File: src/rtl/shrot_pkg.sv
package shrot_pkg;

  localparam logic [5:0] OP_SHL = 6'h06;
  localparam logic [5:0] OP_SHR = 6'h07;
  localparam logic [5:0] OP_ROR = 6'h20;
  localparam logic [5:0] OP_ROL = 6'h23;
  localparam logic [5:0] OP_RCL = 6'h27;
  localparam logic [5:0] OP_RCR = 6'h28;

  typedef enum logic [2:0] {
    M_PASS = 3'd0,
    M_SHL  = 3'd1,
    M_SHR  = 3'd2,
    M_ROL  = 3'd3,
    M_ROR  = 3'd4,
    M_RCL  = 3'd5,
    M_RCR  = 3'd6
  } shMode_e;

  // strobes from control to datapath
  typedef struct packed {
    shMode_e mode;
    logic    active;   // effective count non-zero and known op
    logic    oneStep;  // effective count exactly one
    logic    zsWe;     // zero/sign refresh
  } shStrobe_t;

endpackage

File: src/rtl/shrot_ctrl.sv
module shrot_ctrl
  import shrot_pkg::*;
#(
  parameter int WIDTH = 16,
  parameter int CNT_W = 16,
  parameter int AW    = $clog2(WIDTH + 2)
) (
  input  logic [5:0]       opCode,
  input  logic [CNT_W-1:0] countIn,
  output shStrobe_t        strobe,
  output logic [AW-1:0]    amt
);

  localparam logic [CNT_W-1:0] SAT_CNT  = CNT_W'(WIDTH + 1);
  localparam logic [CNT_W-1:0] MOD_ROT  = CNT_W'(WIDTH);
  localparam logic [CNT_W-1:0] MOD_RCAR = CNT_W'(WIDTH + 1);

  shMode_e          mode;
  logic [CNT_W-1:0] effCount;

  always_comb begin
    case (opCode)
      OP_SHL:  mode = M_SHL;
      OP_SHR:  mode = M_SHR;
      OP_ROL:  mode = M_ROL;
      OP_ROR:  mode = M_ROR;
      OP_RCL:  mode = M_RCL;
      OP_RCR:  mode = M_RCR;
      default: mode = M_PASS;
    endcase
  end

  always_comb begin
    case (mode)
      M_SHL, M_SHR: effCount = (countIn > SAT_CNT) ? SAT_CNT : countIn;
      M_ROL, M_ROR: effCount = countIn % MOD_ROT;
      M_RCL, M_RCR: effCount = countIn % MOD_RCAR;
      default:      effCount = '0;
    endcase
  end

  assign amt            = effCount[AW-1:0];
  assign strobe.mode    = mode;
  assign strobe.active  = (mode != M_PASS) && (effCount != '0);
  assign strobe.oneStep = (mode != M_PASS) && (effCount == CNT_W'(1));
  assign strobe.zsWe    = (mode == M_SHL);

  // plain rotate amount stays below the word width
  always_comb begin
    if (mode == M_ROL || mode == M_ROR)
      p_rot_amt_bound_r4: assert (amt < AW'(WIDTH))
        else $error("rotate amount %0d out of range", amt);
  end

  // carry rotate amount never exceeds the word width
  always_comb begin
    if (mode == M_RCL || mode == M_RCR)
      p_rcar_amt_bound_r5: assert (amt <= AW'(WIDTH))
        else $error("carry rotate amount %0d out of range", amt);
  end

endmodule

File: src/rtl/shrot_datapath.sv
module shrot_datapath
  import shrot_pkg::*;
#(
  parameter int WIDTH = 16,
  parameter int AW    = $clog2(WIDTH + 2)
) (
  input  shStrobe_t        strobe,
  input  logic [AW-1:0]    amt,
  input  logic [WIDTH-1:0] destIn,
  input  logic             carryIn,
  input  logic             overflowIn,
  output logic [WIDTH-1:0] resultOut,
  output logic             carryOut,
  output logic             overflowOut
);

  localparam int XW = WIDTH + 1;

  logic [WIDTH-1:0]   rawResult;
  logic               rawCarry;
  logic [XW-1:0]      shlWord, shrWord;
  logic [2*WIDTH-1:0] rotLeftDbl, rotRightDbl;
  logic [2*XW-1:0]    rclDbl, rcrDbl;
  logic [XW-1:0]      rclWord, rcrWord;

  // logical shifts on a one-bit extended word; the extra bit catches carry
  assign shlWord = {1'b0, destIn} << amt;
  assign shrWord = {destIn, 1'b0} >> amt;

  // plain rotates via a doubled word
  assign rotLeftDbl  = {destIn, destIn} << amt;
  assign rotRightDbl = {destIn, destIn} >> amt;

  // carry rotates on the (WIDTH+1)-bit word, doubled
  assign rclDbl  = {carryIn, destIn, carryIn, destIn} << amt;
  assign rcrDbl  = {destIn, carryIn, destIn, carryIn} >> amt;
  assign rclWord = rclDbl[2*XW-1:XW];
  assign rcrWord = rcrDbl[XW-1:0];

  always_comb begin
    case (strobe.mode)
      M_SHL: begin
        rawResult = shlWord[WIDTH-1:0];
        rawCarry  = shlWord[WIDTH];
      end
      M_SHR: begin
        rawResult = shrWord[XW-1:1];
        rawCarry  = shrWord[0];
      end
      M_ROL: begin
        rawResult = rotLeftDbl[2*WIDTH-1:WIDTH];
        rawCarry  = rotLeftDbl[WIDTH];
      end
      M_ROR: begin
        rawResult = rotRightDbl[WIDTH-1:0];
        rawCarry  = rotRightDbl[WIDTH-1];
      end
      M_RCL: begin
        rawResult = rclWord[WIDTH-1:0];
        rawCarry  = rclWord[WIDTH];
      end
      M_RCR: begin
        rawResult = rcrWord[XW-1:1];
        rawCarry  = rcrWord[0];
      end
      default: begin
        rawResult = destIn;
        rawCarry  = carryIn;
      end
    endcase
  end

  always_comb begin
    if (strobe.active) begin
      resultOut = rawResult;
      carryOut  = rawCarry;
    end else begin
      resultOut = destIn;
      carryOut  = carryIn;
    end
    if (strobe.oneStep)
      overflowOut = rawResult[WIDTH-1] ^ destIn[WIDTH-1];
    else
      overflowOut = overflowIn;
  end

  // plain rotates keep the number of set bits
  always_comb begin
    if (strobe.mode == M_ROL || strobe.mode == M_ROR)
      p_rot_popcount_r4: assert ($countones(resultOut) == $countones(destIn))
        else $error("rotate changed population count");
  end

  // carry rotates keep the set bits of carry plus word
  always_comb begin
    if (strobe.mode == M_RCL || strobe.mode == M_RCR)
      p_rcar_popcount_r5: assert ($countones({carryOut, resultOut}) ==
                                  $countones({carryIn, destIn}))
        else $error("carry rotate changed population count");
  end

  // shift left leaves the low amt bits zero
  always_comb begin
    if (strobe.mode == M_SHL && strobe.active && amt <= AW'(WIDTH))
      p_shl_lowzero_r2: assert ((resultOut & WIDTH'(({WIDTH{1'b1}} << amt) ^ {WIDTH{1'b1}})) == '0)
        else $error("shift left did not fill with zeros");
  end

  // shift right leaves the high amt bits zero
  always_comb begin
    if (strobe.mode == M_SHR && strobe.active && amt <= AW'(WIDTH))
      p_shr_highzero_r3: assert ((resultOut & WIDTH'(({WIDTH{1'b1}} >> amt) ^ {WIDTH{1'b1}})) == '0)
        else $error("shift right did not fill with zeros");
  end

endmodule

File: src/rtl/shift_rotate_unit.sv
module shift_rotate_unit
  import shrot_pkg::*;
#(
  parameter int WIDTH = 16,
  parameter int CNT_W = 16
) (
  input  logic [5:0]       opCode,
  input  logic [WIDTH-1:0] destIn,
  input  logic [CNT_W-1:0] countIn,
  input  logic             carryIn,
  input  logic             overflowIn,
  output logic [WIDTH-1:0] resultOut,
  output logic             carryOut,
  output logic             overflowOut,
  output logic             zeroSignWe
);

  localparam int AW = $clog2(WIDTH + 2);

  shStrobe_t     strobe;
  logic [AW-1:0] amt;

  shrot_ctrl #(
    .WIDTH (WIDTH),
    .CNT_W (CNT_W),
    .AW    (AW)
  ) u_ctrl (
    .opCode  (opCode),
    .countIn (countIn),
    .strobe  (strobe),
    .amt     (amt)
  );

  shrot_datapath #(
    .WIDTH (WIDTH),
    .AW    (AW)
  ) u_dp (
    .strobe      (strobe),
    .amt         (amt),
    .destIn      (destIn),
    .carryIn     (carryIn),
    .overflowIn  (overflowIn),
    .resultOut   (resultOut),
    .carryOut    (carryOut),
    .overflowOut (overflowOut)
  );

  assign zeroSignWe = strobe.zsWe;

  // large left shift count flushes word and carry
  always_comb begin
    if (opCode == OP_SHL && countIn > CNT_W'(WIDTH))
      p_shl_flush_r2: assert (resultOut == '0 && !carryOut)
        else $error("oversized shift left not flushed");
  end

  // unknown codes leave everything untouched
  always_comb begin
    if (opCode != OP_SHL && opCode != OP_SHR && opCode != OP_ROL &&
        opCode != OP_ROR && opCode != OP_RCL && opCode != OP_RCR)
      p_pass_hold_r1: assert (resultOut == destIn && carryOut == carryIn &&
                              overflowOut == overflowIn && !zeroSignWe)
        else $error("unknown code altered outputs");
  end

endmodule

File: config.mk
export PLATFORM = sky130hd
export DESIGN_NAME = shift_rotate_unit
export DESIGN_NICKNAME = d
export VERILOG_FILES = /design/src/rtl/shrot_pkg.sv /design/src/rtl/shrot_ctrl.sv /design/src/rtl/shrot_datapath.sv /design/src/rtl/shift_rotate_unit.sv
export SDC_FILE = /design/constraint.sdc
export NUM_CORES = 1
export LEC_CHECK = 0
export BUFFER_PORTS_ARGS = -buffer_cell sky130_fd_sc_hd__buf_2
export CAP_MARGIN = 20
export CORE_ASPECT_RATIO = 0.9
export CORE_UTILIZATION = 50
export DETAILED_ROUTE_END_ITERATION = 7
export PLACE_DENSITY = 0.69
export SLEW_MARGIN = 20
export SYNTH_ARGS = -nofsm -noshare
export SYNTH_HDL_FRONTEND = slang
export SYNTH_SLANG_ARGS = --single-unit
File: constraint.sdc
create_clock -name vclk -period 11.1
set_clock_uncertainty 0.2 [all_clocks]
set_input_delay 0.555 -clock vclk [all_inputs]
set_output_delay 0.555 -clock vclk [all_outputs]
set_load 0.01 [all_outputs]
==> metrics <==
initial antenna violation count 0; Max Cap Viol 0; number of distinct library cells after synthesis 98; leakage power 0.00277 uW; Critical Path RT 10350 ps; CP max FO 9; slowest CP cell or4_4; GPL Wtd Cong 1.12; failing checks DRC; final period utilization 0.985; setup repair after global routing missed its margin yes; die height 109 um; final worst path period need 10930 ps; Seq Cell Count 0; 1st-iter DRT viols 1511; largest net degree at the start of global routing 35; Site Rows 38; Crit path arrival time 10180 ps; WS Path Type in -> out; cells after synthesis 977; antenna-violating nets left 0; Cell Pwr Density 130 mW/mm2; Initial DRT Pass Iterations 8; Final setup viols 0; routed wire length 31100 um; min-delay worst type in -> out; VDD IR max 0.0820 mV; CP Capture Type output pin; Via density 7.64; synth-to-layout area growth 15.0%; ant diodes 0; maximum clock rate 91.4 MHz; clkbuf count 0; largest stage delay on the critical path 580 ps; startpoint type of the worst setup path input pin; post-synthesis sequential area ratio 0; port bufs 59; final-report max-slew violation count 0; Vias 9102; syn_area_per_cell 6.46 um2; Initial Utilization 0.519; syn nets 1021; area of the mapped netlist 0.00631 mm2; placed cell areas 0.00686 mm2; vias in the first global route 7827; Die Wd 120 um; WL/cell 26.1 um; design area 0.00726 mm2; Die Footprint 0.0131 mm2; total grt overflow 0; HPWL Detailed 23500 um; YS warnings 0; final hold vios 0; first-pass GRT wire length 45500 um; Fin Hold WS 1330 ps; # IOs 59; register area 0 um2; status complete, but fails checks; drc violations 18; Global Route Usage Sum 0.449; Least-Margin Pin Slew 977 ps; Core Region 0.0122 mm2; Final Total Pwr 944 uW; NumNets Final 1077; Slew Limit Headroom 0.346; share of layout cells above drive strength 1 0.207
==> path summary, 6_finish.rpt <==
| check | from | endpoint | slack (ps) | cells past startpoint |
|---|---|---|---|---|
| max | countIn[14] | resultOut[10] | 170 | 36 |
| min | overflowIn | overflowOut | 1330 | 5 |
==> cells in the mapped netlist, types with 6 or more instances <==
library cell | number | area (um2)
nand3_1 | 40 | 200
nor2b_1 | 7 | 43.8
o221ai_1 | 11 | 96.3
o32a_1 | 9 | 90.1
o211ai_1 | 23 | 173
o22ai_1 | 14 | 87.6
a211oi_1 | 8 | 60.1
or3_1 | 13 | 81.3
or2_2 | 6 | 37.5
and2_1 | 14 | 87.6
a21oi_1 | 73 | 365
buf_1 | 6 | 22.5
and4_1 | 6 | 52.6
a21o_1 | 11 | 82.6
a311oi_1 | 8 | 70.1
clkbuf_1 | 43 | 161
nor2_1 | 107 | 402
o21ai_0 | 53 | 265
nand4_1 | 16 | 100
nand2_1 | 107 | 402
o21a_1 | 9 | 67.6
a31oi_1 | 28 | 175
o21ai_1 | 13 | 65.1
a211o_1 | 8 | 70.1
nand2b_1 | 9 | 56.3
a22oi_1 | 13 | 97.6
nor4_1 | 7 | 43.8
mux2_2 | 14 | 158
o31ai_1 | 9 | 67.6
mux2i_1 | 83 | 831
and3_1 | 11 | 68.8
buf_2 | 6 | 30.0
nor3_1 | 30 | 150
a221oi_1 | 9 | 78.8
inv_1 | 17 | 63.8
==> power breakdown <==
group / switching [uW] / leakage [uW] / internal [uW]
combinational: 595 / 0.00277 / 349
sequential: 0 / 0 / 0
clock: 0 / 0 / 0
total: 595 / 0.00277 / 349
==> metrics by stage <==
stage	std cells	setup TNS, ps	util	setup slack, ps
after floorplan	977	0	-	706
after global placement	1176	0	0.564	218
after detailed placement	1176	-386	0.564	-110
after CTS	1176	0	0.568	27.2
after global routing	1191	-525	0.596	-96.1
final	1191	0	0.596	165
==> routing by layer <==
metal  vias to the layer above  track usage  share of wire
met4                         0        0.131          0.043
met1                      4202        0.632           0.41
li1                       3940            -              -
met2                       819        0.651           0.40
met5                         -            0              0
met3                       141        0.134           0.15
==> critical path, delay by kind of cell <==
family | cells | cell delay (ps)
muxes | 2 | 840
adders and majority gates | 1 | 200
and+or+nand+nor | 14 | 4430
buffers and inverters | 4 | 650
AOI/OAI and AO/OA | 14 | 3320
xor gates and xnor gates | 1 | 180
==> cells in the final DEF (no fill, tap or decap), drive strengths merged, types with 8 or more instances in the layout <==
master | synthesis | layout
a21oi | 75 | 75
and3 | 11 | 11
and2 | 14 | 14
o32a | 9 | 9
a31oi | 28 | 28
inv | 17 | 17
o31ai | 9 | 9
o21ai | 68 | 68
a211oi | 10 | 10
a22oi | 16 | 16
nand2 | 109 | 110
nand3 | 40 | 40
or3 | 13 | 13
mux2i | 85 | 85
nor2 | 107 | 107
a211o | 8 | 8
o211ai | 23 | 23
o22ai | 14 | 14
nand2b | 11 | 11
nand4 | 16 | 16
a221oi | 11 | 11
a21o | 11 | 11
nor3 | 30 | 30
o21a | 9 | 9
or2 | 10 | 10
buf | 21 | 117
mux2 | 17 | 17
a311oi | 8 | 8
o221ai | 11 | 11
==> cells by family (layout without fill, tap and decap cells) <==
group	count (synthesis)	in the layout	synth area share
muxes	103	103	0.171
and+or+nand+nor	401	402	0.315
adders and majority gates	4	4	0.00793
AOI/OAI and AO/OA	381	381	0.434
buffers and inverters	82	135	0.0618
xor gates and xnor gates	6	6	0.00951
==> layout make-up <==
| cell class | instances | area, um2 |
|---|---|---|
| fill | 1167 | 4910 |
| inverter | 17 | 63.8 |
| multi-input combinational | 896 | 6210 |
| tap | 160 | 200 |
| timing repair buffer | 118 | 785 |
==> repair_timing <==
action / 4_1_cts / 5_1_grt
endpoints found under the hold margin: 0 / 0
resized for setup: 11 / 38
setup buffers: 0 / 13
hold buffers: 0 / 0
setup endpoints to repair: 11 / 18
pin swaps: 0 / 10
cloned: 0 / 2
(Power assumes the default switching activity.)
